===== config.mk =====
export PLATFORM = sky130hd
export DESIGN_NAME = pairchk_top
export DESIGN_NICKNAME = d
export VERILOG_FILES = /design/src/rtl/pairchk_pkg.sv /design/src/rtl/pairchk_rule.sv /design/src/rtl/pairchk_seq.sv /design/src/rtl/pairchk_top.sv
export SDC_FILE = /design/constraint.sdc
export NUM_CORES = 1
export LEC_CHECK = 0
export ABC_CLOCK_PERIOD_IN_PS = 2500
export BUFFER_PORTS_ARGS = -buffer_cell sky130_fd_sc_hd__clkbuf_2
export CAP_MARGIN = 10
export CORE_AREA = 10 10 47 49
export CTS_BUF_LIST = sky130_fd_sc_hd__clkbuf_8
export CTS_CLUSTER_SIZE = 20
export DETAILED_ROUTE_END_ITERATION = 6
export DIE_AREA = 0 0 57 59
export PLACE_DENSITY = 0.71
export SYNTH_ARGS = -nofsm -noshare
export SYNTH_HDL_FRONTEND = slang
export SYNTH_SLANG_ARGS = --single-unit

===== constraint.sdc =====
create_clock -name clk -period 2.5 [get_ports clk]
set_input_delay 0.375 -clock clk [delete_from_list [all_inputs] [get_ports clk]]
set_output_delay 0.375 -clock clk [all_outputs]
set_load 0.03 [all_outputs]

===== src/rtl/pairchk_pkg.sv =====
package pairchk_pkg;

    localparam int CLS_W = 3;
    localparam int CLS_N = 1 << CLS_W;
    localparam int CNT_W = 2;

    typedef enum logic [CLS_W-1:0] {
        CL_FPU   = 3'd0,
        CL_MEM   = 3'd1,
        CL_INT   = 3'd2,
        CL_MEDIA = 3'd3,
        CL_NOP   = 3'd4,
        CL_VBR   = 3'd5,
        CL_BR    = 3'd6,
        CL_SYS   = 3'd7
    } ins_cls_e;

    typedef struct packed {
        logic     vld;
        ins_cls_e cls;
    } slot_t;

    typedef struct packed {
        logic             pair;
        logic [CNT_W-1:0] cnt;
        ins_cls_e         lead;
    } issue_t;

    // Bit k set: a follower of class k may issue beside this lead class.
    function automatic logic [CLS_N-1:0] partner_mask(ins_cls_e lead);
        logic [CLS_N-1:0] m;
        m = '0;
        case (lead)
            CL_FPU:   begin
                m[CL_MEM] = 1'b1; m[CL_INT] = 1'b1; m[CL_MEDIA] = 1'b1;
                m[CL_NOP] = 1'b1; m[CL_VBR] = 1'b1; m[CL_BR]    = 1'b1;
            end
            CL_MEM:   begin
                m[CL_FPU] = 1'b1; m[CL_INT] = 1'b1; m[CL_MEDIA] = 1'b1;
                m[CL_NOP] = 1'b1; m[CL_BR]  = 1'b1;
            end
            CL_INT:   begin
                m = '1;
                m[CL_VBR] = 1'b0;
            end
            CL_MEDIA: begin
                m[CL_FPU] = 1'b1; m[CL_MEM] = 1'b1; m[CL_INT] = 1'b1;
                m[CL_SYS] = 1'b1;
            end
            CL_NOP:   m[CL_FPU] = 1'b1;
            default:  m = '0;
        endcase
        return m;
    endfunction

endpackage


===== src/rtl/pairchk_rule.sv =====
module pairchk_rule
    import pairchk_pkg::*;
(
    input  ins_cls_e lead_cls,
    input  ins_cls_e trail_cls,
    input  logic     nullify,
    input  logic     odd_addr,
    input  logic     br_tgt,
    output logic     pair_ok
);
    logic [CLS_N-1:0] row;
    logic             table_ok;
    logic             null_ok;
    logic             isolate;

    always_comb begin
        row      = partner_mask(lead_cls);
        table_ok = row[trail_cls];
        null_ok  = !nullify || (trail_cls == CL_FPU);
        isolate  = odd_addr && br_tgt;
        pair_ok  = table_ok && null_ok && !isolate;
    end

endmodule


===== src/rtl/pairchk_seq.sv =====
module pairchk_seq
    import pairchk_pkg::*;
(
    input  logic   clk,
    input  logic   rst,
    input  logic   stall,
    input  slot_t  lead_s,
    input  slot_t  trail_s,
    input  logic   pair_ok,
    output issue_t iss
);
    logic     hold_q;
    ins_cls_e held_cls_q;
    issue_t   iss_q;

    always_ff @(posedge clk) begin
        if (rst) begin
            hold_q     <= 1'b0;
            held_cls_q <= CL_FPU;
            iss_q      <= '{pair: 1'b0, cnt: '0, lead: CL_FPU};
        end else if (stall) begin
            iss_q.pair <= 1'b0;
            iss_q.cnt  <= '0;
        end else if (hold_q) begin
            iss_q.pair <= 1'b0;
            iss_q.cnt  <= CNT_W'(1);
            iss_q.lead <= held_cls_q;
            hold_q     <= 1'b0;
        end else begin
            unique case ({lead_s.vld, trail_s.vld})
                2'b11: begin
                    iss_q.lead <= lead_s.cls;
                    if (pair_ok) begin
                        iss_q.pair <= 1'b1;
                        iss_q.cnt  <= CNT_W'(2);
                    end else begin
                        iss_q.pair <= 1'b0;
                        iss_q.cnt  <= CNT_W'(1);
                        hold_q     <= 1'b1;
                        held_cls_q <= trail_s.cls;
                    end
                end
                2'b10: begin
                    iss_q.pair <= 1'b0;
                    iss_q.cnt  <= CNT_W'(1);
                    iss_q.lead <= lead_s.cls;
                end
                2'b01: begin
                    iss_q.pair <= 1'b0;
                    iss_q.cnt  <= CNT_W'(1);
                    iss_q.lead <= trail_s.cls;
                end
                default: begin
                    iss_q.pair <= 1'b0;
                    iss_q.cnt  <= '0;
                end
            endcase
        end
    end

    assign iss = iss_q;

    // a stalled cycle issues nothing and keeps the parked follower
    p_stall_zero_r7: assert property (@(posedge clk) disable iff (rst)
        stall |=> (iss.cnt == '0) && !iss.pair);
    p_stall_keep_r7: assert property (@(posedge clk) disable iff (rst)
        stall |=> $stable(hold_q));

    // a parked follower drains alone on the next free cycle
    p_drain_r6: assert property (@(posedge clk) disable iff (rst)
        (hold_q && !stall) |=> (iss.cnt == CNT_W'(1)) && !iss.pair && !hold_q);
    p_park_r6: assert property (@(posedge clk) disable iff (rst)
        (!hold_q && !stall && lead_s.vld && trail_s.vld && !pair_ok)
        |=> hold_q && (iss.cnt == CNT_W'(1)));

    // the pair flag and a count of two go together
    p_pair_cnt_r9: assert property (@(posedge clk) disable iff (rst)
        iss.pair == (iss.cnt == CNT_W'(2)));

endmodule


===== src/rtl/pairchk_top.sv =====
module pairchk_top
    import pairchk_pkg::*;
(
    input  logic       clk,
    input  logic       rst,
    input  logic       stall_i,
    input  logic       lead_vld_i,
    input  logic [2:0] lead_cls_i,
    input  logic       lead_nullify_i,
    input  logic       lead_odd_i,
    input  logic       lead_tgt_i,
    input  logic       trail_vld_i,
    input  logic [2:0] trail_cls_i,
    output logic       pair_o,
    output logic [1:0] issue_cnt_o,
    output logic [2:0] lead_cls_o
);
    slot_t  lead_s;
    slot_t  trail_s;
    logic   pair_ok;
    issue_t iss;

    assign lead_s  = '{vld: lead_vld_i,  cls: ins_cls_e'(lead_cls_i)};
    assign trail_s = '{vld: trail_vld_i, cls: ins_cls_e'(trail_cls_i)};

    pairchk_rule u_rule (
        .lead_cls  (lead_s.cls),
        .trail_cls (trail_s.cls),
        .nullify   (lead_nullify_i),
        .odd_addr  (lead_odd_i),
        .br_tgt    (lead_tgt_i),
        .pair_ok   (pair_ok)
    );

    pairchk_seq u_seq (
        .clk     (clk),
        .rst     (rst),
        .stall   (stall_i),
        .lead_s  (lead_s),
        .trail_s (trail_s),
        .pair_ok (pair_ok),
        .iss     (iss)
    );

    assign pair_o      = iss.pair;
    assign issue_cnt_o = iss.cnt;
    assign lead_cls_o  = iss.lead;

    // branch-like and system leads never pair
    p_no_row_r2: assert property (@(posedge clk) disable iff (rst)
        (lead_cls_i inside {3'd5, 3'd6, 3'd7}) |=> !pair_o);
    // nullifying lead pairs only with an FPU follower
    p_nullify_r3: assert property (@(posedge clk) disable iff (rst)
        (lead_nullify_i && trail_cls_i != 3'd0) |=> !pair_o);
    // odd-address branch target issues alone
    p_odd_tgt_r4: assert property (@(posedge clk) disable iff (rst)
        (lead_odd_i && lead_tgt_i) |=> !pair_o);
    // a lone valid slot never pairs
    p_single_r5: assert property (@(posedge clk) disable iff (rst)
        (lead_vld_i != trail_vld_i) |=> !pair_o);

endmodule


### Word-level counts from Yosys, hierarchy flattened

Cells that the tools add are included.

* flip-flop bits (word level): 10
* input bits: 14

* magnitude comparators: 1
* eq/ne operators: 7
* mux-type cells: 16
* bitwise operators: 3
* reductions and logical operators: 20

Operators with widths (number)
* $pmux 3 s2: 2
* $mux 1: 10
* $reduce_or 3->1: 3
* $reduce_or 2->1: 4
* $reduce_or 4->1: 2
* $eq 3x2->1 const B: 2
* $logic_not 3->1: 2
* $eq 2x2->1 const B: 2
* $lt 3x4->1 const B: 1
* $mux 4: 1
* $reduce_and 4->1: 1
* $bmux 1 s3: 1
* $eq 3x1->1 const B: 1
* $eq 3x3->1 const B: 1
* $logic_and 1x1->1: 3
* $mux 3: 1
* $not 1->1: 3
* $reduce_bool 3->1: 1
* $eq 2x1->1 const B: 1
* $logic_not 1->1: 2
* $mux 2: 1
* $reduce_and 2->1: 1
* $logic_or 1x1->1: 1

### Depth between registers and ports, before layout

Gate-level depths: netlist of run 1.

* depth after elaboration: 10
* gate-level depth with buffers: 6
* mapped depth without buffers: 6

### Cells and area by module

A second synthesis of run 1 with hierarchy kept.

* cell total of the unflattened synthesis: 64
* area, all modules: 606.8 µm²

Modules (own cells, without submodules)
* pairchk_seq: times used 1, cells an instance 47, area an instance 511.7 µm², sequential area each 180.2 µm²
* pairchk_rule: times used 1, cells an instance 17, area an instance 95.1 µm², sequential area each 0.0 µm²

### Worst setup path before layout of run 1

No wires, ideal clock.

* path type: input -> register
* start point: input port trail_cls_i[0]
* end point: register u_seq.held_cls_q[0]
* data arrival time: 1425 ps
* data required time: 2382 ps
* path slack: 957 ps
* stages: 5
* cell sequence: or4b_4 -> a21oi_2 -> nor3_2 -> o21ba_4 -> mux2i_1

* longest elaborated chain between the ends: 6
* elaborated cells between the ends (all ways): 8
* classes of those cells: 2 x mux; 1 x bitwise; 5 x reduce/logical

RTL lines
* start: declaration: line pairchk_top.sv:13 `input logic [2:0] trail_cls_i,`
* $bmux 1 s3 or $logic_not 3->1 (tied branches): line pairchk_rule.sv:18, pairchk_rule.sv:19
* $mux 1 (implied by the code) or $logic_or 1x1->1 (tied branches): line pairchk_rule.sv:18, pairchk_rule.sv:19
* $logic_and 1x1->1 (2 in a row): line pairchk_rule.sv:21 `pair_ok = table_ok && null_ok && !isolate;`
* $not 1->1 (no line)
* $reduce_and 4->1 (no line)
* end signal: assignment: line pairchk_seq.sv:40 `held_cls_q <= trail_s.cls;`
* end: declaration: line pairchk_seq.sv:13 `ins_cls_e held_cls_q;`

Parallel ways exist; a longest one is shown, timed or not. The select of a mux whose other input is x is not followed.
A chain may end at the register's enable or synchronous reset.

### Worst setup path in the final report of run 1

* start point: input port trail_cls_i[1]
* end point: register u_seq.held_cls_q[2]

* longest elaborated chain between the ends: 6
* elaborated cells between the ends (all ways): 8
* classes of those cells: 2 x mux; 1 x bitwise; 5 x reduce/logical

RTL lines (line)
* $bmux 1 s3 or $logic_not 3->1 (tied branches): pairchk_rule.sv:18, pairchk_rule.sv:19
* $mux 1 (implied by the code) or $logic_or 1x1->1 (tied branches): pairchk_rule.sv:18, pairchk_rule.sv:19
* $logic_and 1x1->1 (*) (2 in a row): pairchk_rule.sv:21
* $not 1->1 (no line) (*)
* $reduce_and 4->1 (no line) (*)

Every way passes the cells marked *; elsewhere a longest branch is shown, timed or not. The select of a mux whose other input is x is not followed.

==> key figures, run 1 <==
Run status
  – Outcome: finished clean

Die
  – Chip width: about 57 um
  – Starting density of the core: 42.59%
  – Rows: 14
  – IO Pins: 20
  – Area of the core: 1401 um^2
  – Die Height: 59 um
  – Die area: between 3000 and 4000 um^2

Logic synthesis
  – Synth cell types: 25
  – Syn. warnings: 0
  – Post-synth top area cell: dfxtp_1
  – Dominant cells by area after synthesis: dfxtp_1 30%, mux2i_1 15%, ha_1 6.3%
  – Ys flop type: dfxtp_1
  – Avg Inst Size Synth: a little under 9 um^2
  – Syn Nets: 86
  – Syn Std Cell Area: 596.8 um^2
  – Post-Syn Instances: 69
  – Post-synth EDFFs: 0
  – Async S/R FF share, synth: 0%
  – Yosys reg bits: 9
  – Most frequent cells after synthesis: 9 x dfxtp_1, 9 x mux2i_1, 6 x nand2_1, 6 x o21ai_0
  – Seq/Total Area, Yosys: 30.19%
  – Synth top area share: 30.19%

Clocking
  – TritonCTS buffer count: 3
  – Post_cts resized: 0
  – CTS root buf: clkbuf_8
  – Skew-Pair Late Insertion Delay: approximately 0.23 ns
  – CTS HTree Levels: 1
  – Hold buffer count at cts: 0
  – Post-CTS Setup Inserts: 0
  – TritonCTS clock tree: done
  – Clock sinks: 9
  – Clock transition at the registers of the reported paths: roughly 0.04 ns
  – Clk buf depth: 2

Placement
  – PortBufs: 19
  – Dpl cells: between 100 and 150
  – Area after DPL: 691.9 um^2
  – Worst Setup Slack post-DPL: 0.7511 ns
  – Hpwl dp: around 1100 um
  – GP Congestion: between 0.7 and 0.8

Finish
  – Nets: 107
  – Area delta synth->final: 23.48%
  – Final Core Density: 52.59%
  – Share of cells above drive strength 1: 29.21%
  – Design Area, Final: 737.0 um^2
  – Cell Count, Final, Fillers Out: 105
  – Antenna diodes: 0

Timing
  – Worst slew pin tran: approximately 0.44 ns
  – Final period util: 60.52%
  – Time the worst path needs with I/O delays and setup: between 1.5 and 2 ns
  – Max-slew headroom: 70.83%
  – Setup TNS: 0 ns
  – RSZ-0062 raised after global routing: false
  – Final Hold Viols: 0
  – Final slew viol count: 0
  – Fmax: 660.9 MHz
  – Setup ws final: a little under 1 ns
  – Final worst clock skew: 0.003304 ns
  – Worst hold margin: 0.4089 ns
  – Final number of setup-violating endpoints: 0

Routing
  – Drt initial violations: 14
  – Vias: between 500 and 600
  – Top Layer Used: met3
  – Met3 WL: 80 um
  – Pre-antenna DRT Iters: 4
  – Final wirelength: 1310 um
  – M1 WL: 552 um
  – WL/cell: 12.48 um
  – Via density: 5.067
  – Remaining routing DRC violations: 0
  – Antenna Violating Nets Remaining: 0
  – DR WL met2: 677 um

Power
  – Leakage dissipation: approximately 0.33 nW
  – Total power: a little under 400 uW
  – Power Dens Cells: 533.6 nW/um^2
  – Peak VDD IR: roughly 0.40 mV

Setup path
  – Critical path endpoint category: register
  – Crit-path cells: clkbuf_2 > or4b_4 > a21oi_2 > nor3_2 > o21ba_4 > mux2i_1
  – Max incr delay on CP: roughly 0.53 ns
  – Startpoint types: input port
  – Worst path arrival time: 1.62 ns
  – CP Class: input port to register
  – Slowest library cell on the worst path: or4b_4
  – CP Data Required Time: roughly 2.6 ns
  – Worst-path maximum fanout: 8

Job
  – Max-Cap Viols: 0

Global routing
  – Pin count of the biggest net entering global routing: 13
  – Total track usage: under 10%
  – First-pass GRT wire length: 2056 um
  – Vias in the first global route: 522
  – Antenna violations before repair: 0
  – Total grt overflow: 0

Min path
  – Hold Path Class: input port to register
report_power, final:
group	internal (mW)	switching, mW	total, mW	leakage [nW]
Sequential	0.151	0.00418	0.155	0.0734
Clock	0.107	0.0529	0.159	0.0269
Combinational	0.0337	0.0449	0.0786	0.228
Total	0.291	0.102	0.393	0.329
kinds of logic after synthesis:
kind of cell / Yosys count / synth area share [%]
and+or+nand+nor: 23 / 22.22
AOI/OAI and AO/OA: 17 / 18.87
muxes: 9 / 15.09
DFF: 9 / 30.19
buffers and inverters: 7 / 5.869
adders and majority gates: 3 / 6.290
xor gates and xnor gates: 1 / 1.468
final timing paths:
kind / startpoint / to / slack (ns) / depth (start not counted)
worst max-delay path: trail_cls_i[1] / u_seq.held_cls_q[2]$_SDFFE_PP0P_ / 0.99 / 6
worst min-delay path: stall_i / u_seq.hold_q$_SDFFE_PP0N_ / 0.41 / 3
worst max register to register: u_seq.hold_q$_SDFFE_PP0N_ / u_seq.iss[0]$_SDFFE_PP0P_ / 1.18 / 4
worst min register to register: u_seq.held_cls_q[1]$_SDFFE_PP0P_ / u_seq.held_cls_q[1]$_SDFFE_PP0P_ / 0.48 / 2
state kept, by name (all words and copies together) (netlist names):
| name | count |
|---|---|
| u_seq.hold_q | 1 |
| u_seq.held_cls_q | 3 |
| u_seq.iss | 5 |
placed cells by master (no fill, tap or decap), drive strengths merged, types with 2 or more instances in the layout:
cell type | netlist | routed
a21oi | 5 | 5
inv | 4 | 5
o21bai | 2 | 2
nand2 | 6 | 6
ha | 3 | 3
clkbuf | 1 | 22
nand2b | 2 | 2
nor2 | 5 | 5
or2b | 5 | 5
mux2i | 9 | 9
dfxtp | 9 | 9
o21ai | 6 | 6
area by class of cell:
type | count | area, um^2
clock buffer | 3 | 41.29
clock inverter | 1 | 3.754
fill | 151 | 664.4
inverter | 4 | 15.01
multi-input combinational | 53 | 381.6
sequential | 9 | 180.2
tap | 16 | 20.02
timing repair buffer | 19 | 95.09
worst max-delay path: cells and delay by family:
family	cells	cell delay (ns)
buffers and inverters	1	0.15
AND/OR/NAND/NOR	2	0.60
multiplexers	1	0.12
AO/OA/AOI/OAI	2	0.38
metal layers:
metal  GRT usage, %  vias to the layer above
li1               -                      282
met1          6.786                      239
met2          13.95                       11
met3          4.506                        0
met4          2.013                        0
met5              0                        -
(Power assumes the default switching activity.)
==> run 2: changes to the inputs <==
Settings changed: ABC_AREA set to 1, ABC_CLOCK_PERIOD_IN_PS 2500 to 1500, PLACE_DENSITY 0.71 to 0.7.
Clock period 2.5 ns to 1.5 ns, I/O delays scaled along.
==> key figures, run 2 <==
Die
  – Die area: 3363 um^2
  – Chip width: 57 um
  – IO Pins: 20
  – Rows: 14
  – Starting density of the core: 41.52%
  – Die Height: 59 um
  – Area of the core: 1401 um^2

Logic synthesis
  – Synth cell types: 15
  – Post-synth top area cell: dfxtp_1
  – Yosys reg bits: 9
  – Synth top area share: 30.97%
  – Seq/Total Area, Yosys: slightly above 30%
  – Most frequent cells after synthesis: 27 x nand2_1, 13 x nor2_1, 9 x dfxtp_1, 9 x inv_1, 8 x a21oi_1
  – Dominant cells by area after synthesis: dfxtp_1 31%, nand2_1 17%, nor2_1 8.4%
  – Syn Nets: between 100 and 150
  – Syn Std Cell Area: a little under 600 um^2
  – Post-synth EDFFs: 0
  – Async S/R FF share, synth: 0%
  – Avg Inst Size Synth: 6.324 um^2
  – Syn. warnings: 0
  – Post-Syn Instances: 92
  – Ys flop type: dfxtp_1
  – Most common cell in the netlist: nand2_1

Timing
  – Setup TNS: 0 ns
  – Time the worst path needs with I/O delays and setup: 1.154 ns
  – Setup ws final: 0.3462 ns
  – Final period util: 76.92%
  – RSZ-0062 raised after global routing: false
  – Final number of setup-violating endpoints: 0
  – Final Hold Viols: 0
  – Final slew viol count: 0
  – Worst slew pin tran: 0.2163 ns
  – Fmax: 866.7 MHz
  – Final worst clock skew: around 0.0031 ns
  – Max-slew headroom: 85.49%

Power
  – P_int: 483.3 uW
  – Peak VDD IR: between 0.5 and 0.6 mV
  – Flop pwr share: between 30 and 40%
  – Power Dens Cells: roughly 930 nW/um^2
  – Sw frac: between 20 and 30%
  – Logic pwr share: 21.0%
  – Net Switching: 200.8 uW
  – Clock network power share: 41.1%
  – Leakage dissipation: 0.3934 nW

Placement
  – Hpwl dp: 1123 um
  – PortBufs: 19
  – Worst Setup Slack post-DPL: approximately 0.23 ns
  – GP Congestion: just under 0.9
  – Dpl cells: approximately 130

Clocking
  – Hold buffer count at cts: 0
  – TritonCTS clock tree: done
  – Clock transition at the registers of the reported paths: 0.04 ns
  – Clock sinks: 9
  – CTS HTree Levels: 1
  – Clk buf depth: 2
  – Post-CTS Setup Inserts: 0
  – Skew-Pair Late Insertion Delay: 0.24 ns
  – Post_cts resized: 0
  – CTS root buf: clkbuf_8
  – TritonCTS buffer count: 3

Finish
  – Area delta synth->final: 26.24%
  – Cell Count, Final, Fillers Out: 130
  – Commonest non-fill, non-tap cells in the layout: 27 x nand2_1, 19 x clkbuf_2, 13 x nor2_1, 10 x inv_1, 9 x dfxtp_1
  – Nets: ~130
  – # fillers: 156
  – Final Core Density: 52.41%
  – Flip-flop and latch area: 180.2 um^2
  – Number of flip-flops in the largest register: 5
  – Share of cells above drive strength 1: 24.56%
  – Commonest non-fill, non-tap cell in the layout: nand2_1
  – Area of the multi-input gates: 352.8 um^2
  – Antenna diodes: 0

Global routing
  – Pin count of the biggest net entering global routing: 10
  – Total grt overflow: 0
  – Total track usage: 8.438%
  – Vias in the first global route: 567
  – Antenna violations before repair: 0
  – First-pass GRT wire length: ~2300 um

Routing
  – Via density: 4.831
  – Pre-antenna DRT Iters: 4
  – WL/cell: 10.65 um
  – Antenna Violating Nets Remaining: 0
  – Final wirelength: 1385 um
  – Drt initial violations: 18
  – Vias: 628
  – Remaining routing DRC violations: 0

Setup path
  – CP Class: register to register
  – Worst path arrival time: 1.33 ns
  – Critical path endpoint category: register
  – Worst-path maximum fanout: 8
  – Startpoint types: register
  – CP Data Required Time: 1.67 ns

Job
  – Max-Cap Viols: 0

Min path
  – Hold Path Class: input port to register

Run status
  – Outcome: finished clean
-- run 2: power by group through the flow --
| stage | combinational [mW] | clock [mW] | sequential [mW] |
|---|---|---|---|
| after global placement | 0.142 | 0 | 0.264 |
| after detailed placement | 0.144 | 0 | 0.264 |
| after CTS | 0.144 | 0.282 | 0.259 |
| after global routing | 0.165 | 0.292 | 0.261 |
| after floorplan | 0.0808 | 0 | 0.278 |
| final | 0.144 | 0.281 | 0.259 |
-- run 2: logic make-up (layout without fill, tap and decap cells) --
kind of cell               Yosys count  count (layout)  synth area share, %
adders and majority gates            3               3                6.452
DFF                                  9               9                30.97
buffers and inverters               12              34                8.388
and+or+nand+nor                     49              49                34.62
AOI/OAI and AO/OA                   19              19                19.57
-- run 2: cell type report --
| class | count | area share [%] |
|---|---|---|
| timing repair buffer | 19 | 12.95 |
| inverter | 11 | 5.622 |
| clock inverter | 1 | 0.5111 |
| clock buffer | 3 | 5.622 |
| tap | 16 | 2.726 |
| sequential | 9 | 24.53 |
| multi-input combinational | 71 | 48.04 |
-- run 2: worst paths after layout --
check                                 start                   endpoint  slack (ns)  cells after the start
setup / recovery  u_seq.hold_q$_SDFFE_PP0N_  u_seq.iss[0]$_SDFFE_PP0P_        0.35                      6
hold / removal                          rst  u_seq.hold_q$_SDFFE_PP0N_        0.24                      2
setup reg to reg  u_seq.hold_q$_SDFFE_PP0N_  u_seq.iss[0]$_SDFFE_PP0P_        0.35                      6
hold reg to reg   u_seq.hold_q$_SDFFE_PP0N_  u_seq.hold_q$_SDFFE_PP0N_        0.48                      2
-- run 2: stage by stage --
step                cell area [um^2]  hold slack (ns)  power (mW)
floorplan                      581.8           0.2874      0.3589
global placement               689.4           0.4724      0.4054
detailed placement             689.4           0.4785      0.4070
CTS                            734.5           0.2339      0.6853
global route                   734.5           0.2433      0.7174
finish                         734.5           0.2387      0.6841
-- run 2: layer usage --
| layer | up-vias | wire length, um | GRT usage, % |
|---|---|---|---|
| met5 | - | 0 | 0 |
| met4 | 0 | 14 | 3.020 |
| met3 | 2 | 106 | 4.506 |
| met2 | 19 | 663 | 13.95 |
| met1 | 269 | 600 | 8.939 |
| li1 | 338 | - | - |
-- run 2: worst max-delay path, stage by stage, from the launching register on --
cell      delay, ns
dfxtp_1        0.33
inv_1          0.12
nand2_1        0.10
nand2_1        0.13
a211oi_1       0.26
a21oi_1        0.07
nor2_1         0.09
==> run 3: changes to the inputs <==
Settings changed: ABC_CLOCK_PERIOD_IN_PS 1500 to 1200.
Clock period 1.5 ns to 1.2 ns, I/O delays scaled along.
==> key figures, run 3 (synthesized netlist as in run 2, its figures left out) <==
Timing
  – Final Hold Viols: 0
  – Max-slew headroom: between 80 and 90%
  – Worst slew pin tran: 0.2529 ns
  – Time the worst path needs with I/O delays and setup: 1.060 ns
  – Final slew viol count: 0
  – Fmax: 943.8 MHz
  – RSZ-0062 raised after global routing: false
  – Final worst clock skew: 0.002413 ns
  – Setup TNS: 0 ns
  – Final number of setup-violating endpoints: 0
  – Final period util: between 80% and 90%

Clocking
  – Clock transition at the registers of the reported paths: 0.05 ns
  – CTS HTree Levels: 1
  – CTS root buf: clkbuf_8
  – Hold buffer count at cts: 0
  – Skew-Pair Late Insertion Delay: 0.23 ns
  – Clock sinks: 9
  – TritonCTS buffer count: 3
  – Clk buf depth: 2
  – TritonCTS clock tree: done

Routing
  – Via density: 4.765
  – Drt initial violations: 11
  – WL/cell: 10.83 um
  – Vias: 629
  – Pre-antenna DRT Iters: 3
  – Remaining routing DRC violations: 0
  – Antenna Violating Nets Remaining: 0
  – Final wirelength: 1429 um

Global routing
  – First-pass GRT wire length: 2539 um
  – Antenna violations before repair: 0
  – Total grt overflow: 0
  – Total track usage: 8.882%
  – Pin count of the biggest net entering global routing: 10
  – Vias in the first global route: 582

Setup path
  – Worst R2R Setup Slack: 0.14 ns
  – Crit-path cells: inv_1 > nand2_1 > nand2_2 > a211oi_2 > a21oi_1 > nor2_1
  – Worst reg2reg path depth: 6
  – CP Data Required Time: around 1.4 ns
  – Worst-path maximum fanout: 6
  – CP Class: register to register
  – Startpoint types: register
  – CP endpoint: u_seq.iss[0]$_SDFFE_PP0P_
  – Reg2reg start: u_seq.hold_q$_SDFFE_PP0N_
  – RR Endpoint: u_seq.iss[0]$_SDFFE_PP0P_
  – Slowest library cell on the worst path: dfxtp_1
  – Max incr delay on CP: 0.35 ns
  – Worst path arrival time: 1.23 ns
  – Worst Setup SP: u_seq.hold_q$_SDFFE_PP0N_
  – Critical path endpoint category: register

Die
  – Rows: 14
  – Die area: 3363 um^2
  – Chip width: 57 um
  – Area of the core: 1401 um^2
  – Starting density of the core: approximately 42%
  – Die Height: between 50 and 60 um
  – IO Pins: 20

Placement
  – GP Congestion: 0.8584
  – Dpl cells: 128
  – PortBufs: 19
  – Hpwl dp: 1160 um

Finish
  – Nets: 134
  – Cell Count, Final, Fillers Out: 132
  – Commonest non-fill, non-tap cell in the layout: nand2_1
  – Area of the multi-input gates: roughly 370 um^2
  – Share of cells above drive strength 1: 28.45%
  – # fillers: 149
  – Number of flip-flops in the largest register: 5
  – Commonest non-fill, non-tap cells in the layout: 26 x nand2_1, 19 x clkbuf_2, 13 x nor2_1, 10 x inv_1, 9 x dfxtp_1
  – Area delta synth->final: 30.97%
  – Flip-flop and latch area: between 150 and 200 um^2
  – Antenna diodes: 0

Power
  – Power Dens Cells: roughly 1100 nW/um^2
  – Peak VDD IR: 0.6367 mV
  – Leakage dissipation: ~0.40 nW
  – Total power: 856.2 uW

Run status
  – Outcome: finished clean

Job
  – Max-Cap Viols: 0

Min path
  – Hold Path Class: input port to register
## run 3: area by class of cell
class	count	area share [%]
tap	16	2.627
clock buffer	3	5.419
sequential	9	23.65
timing repair buffer	21	14.45
clock inverter	1	0.4926
multi-input combinational	71	47.95
inverter	11	5.419
## run 3: worst min-delay path by stage
stage | cells past startpoint | to | slack (ns) | start
global placement | 2 | u_seq.hold_q$_SDFFE_PP0N_ | 0.43 | rst
global route | 2 | u_seq.hold_q$_SDFFE_PP0N_ | 0.20 | rst
finish | 2 | u_seq.hold_q$_SDFFE_PP0N_ | 0.19 | rst
CTS | 2 | u_seq.hold_q$_SDFFE_PP0N_ | 0.19 | rst
detailed placement | 2 | u_seq.hold_q$_SDFFE_PP0N_ | 0.43 | rst
floorplan | 1 | u_seq.hold_q$_SDFFE_PP0N_ | 0.24 | rst
## run 3: metal layers
layer	wire length, um	GRT usage (%)	vias to the layer above	part of all wire [%]
met4	19	2.013	0	1.3
li1	-	-	344	-
met1	685	10.17	271	48
met2	658	14.57	12	46
met3	66	4.292	2	4.6
met5	0	0	-	0
## run 3: stage by stage
stage	utilization [%]	hold slack (ns)	instance area, um^2	worst slack, ns
after floorplan	-	0.2424	581.8	0.1817
after global placement	50.27	0.4325	704.4	0.01033
after detailed placement	50.27	0.4261	704.4	-0.01529
after CTS	53.48	0.1899	749.5	0.09367
after global routing	54.37	0.2045	762.0	0.05689
final	54.37	0.1902	762.0	0.1405
## run 3: where the power goes
part	internal (mW)	total (mW)	switching (mW)
Clock	0.223	0.341	0.118
Sequential	0.316	0.324	0.00806
Combinational	0.0703	0.191	0.121
Total	0.609	0.856	0.247
## run 3: repair_timing
action	CTS	global route
setup endpoints to repair	0	2
buffers inserted	0	0
gates resized for setup	0	3
## run 3: worst max-delay path: cells and delay by family (launching register included)
kind,cells,cell delay [ns]
buf+inv,1,0.07
simple gates,3,0.27
compound gates,2,0.32
flops,1,0.35
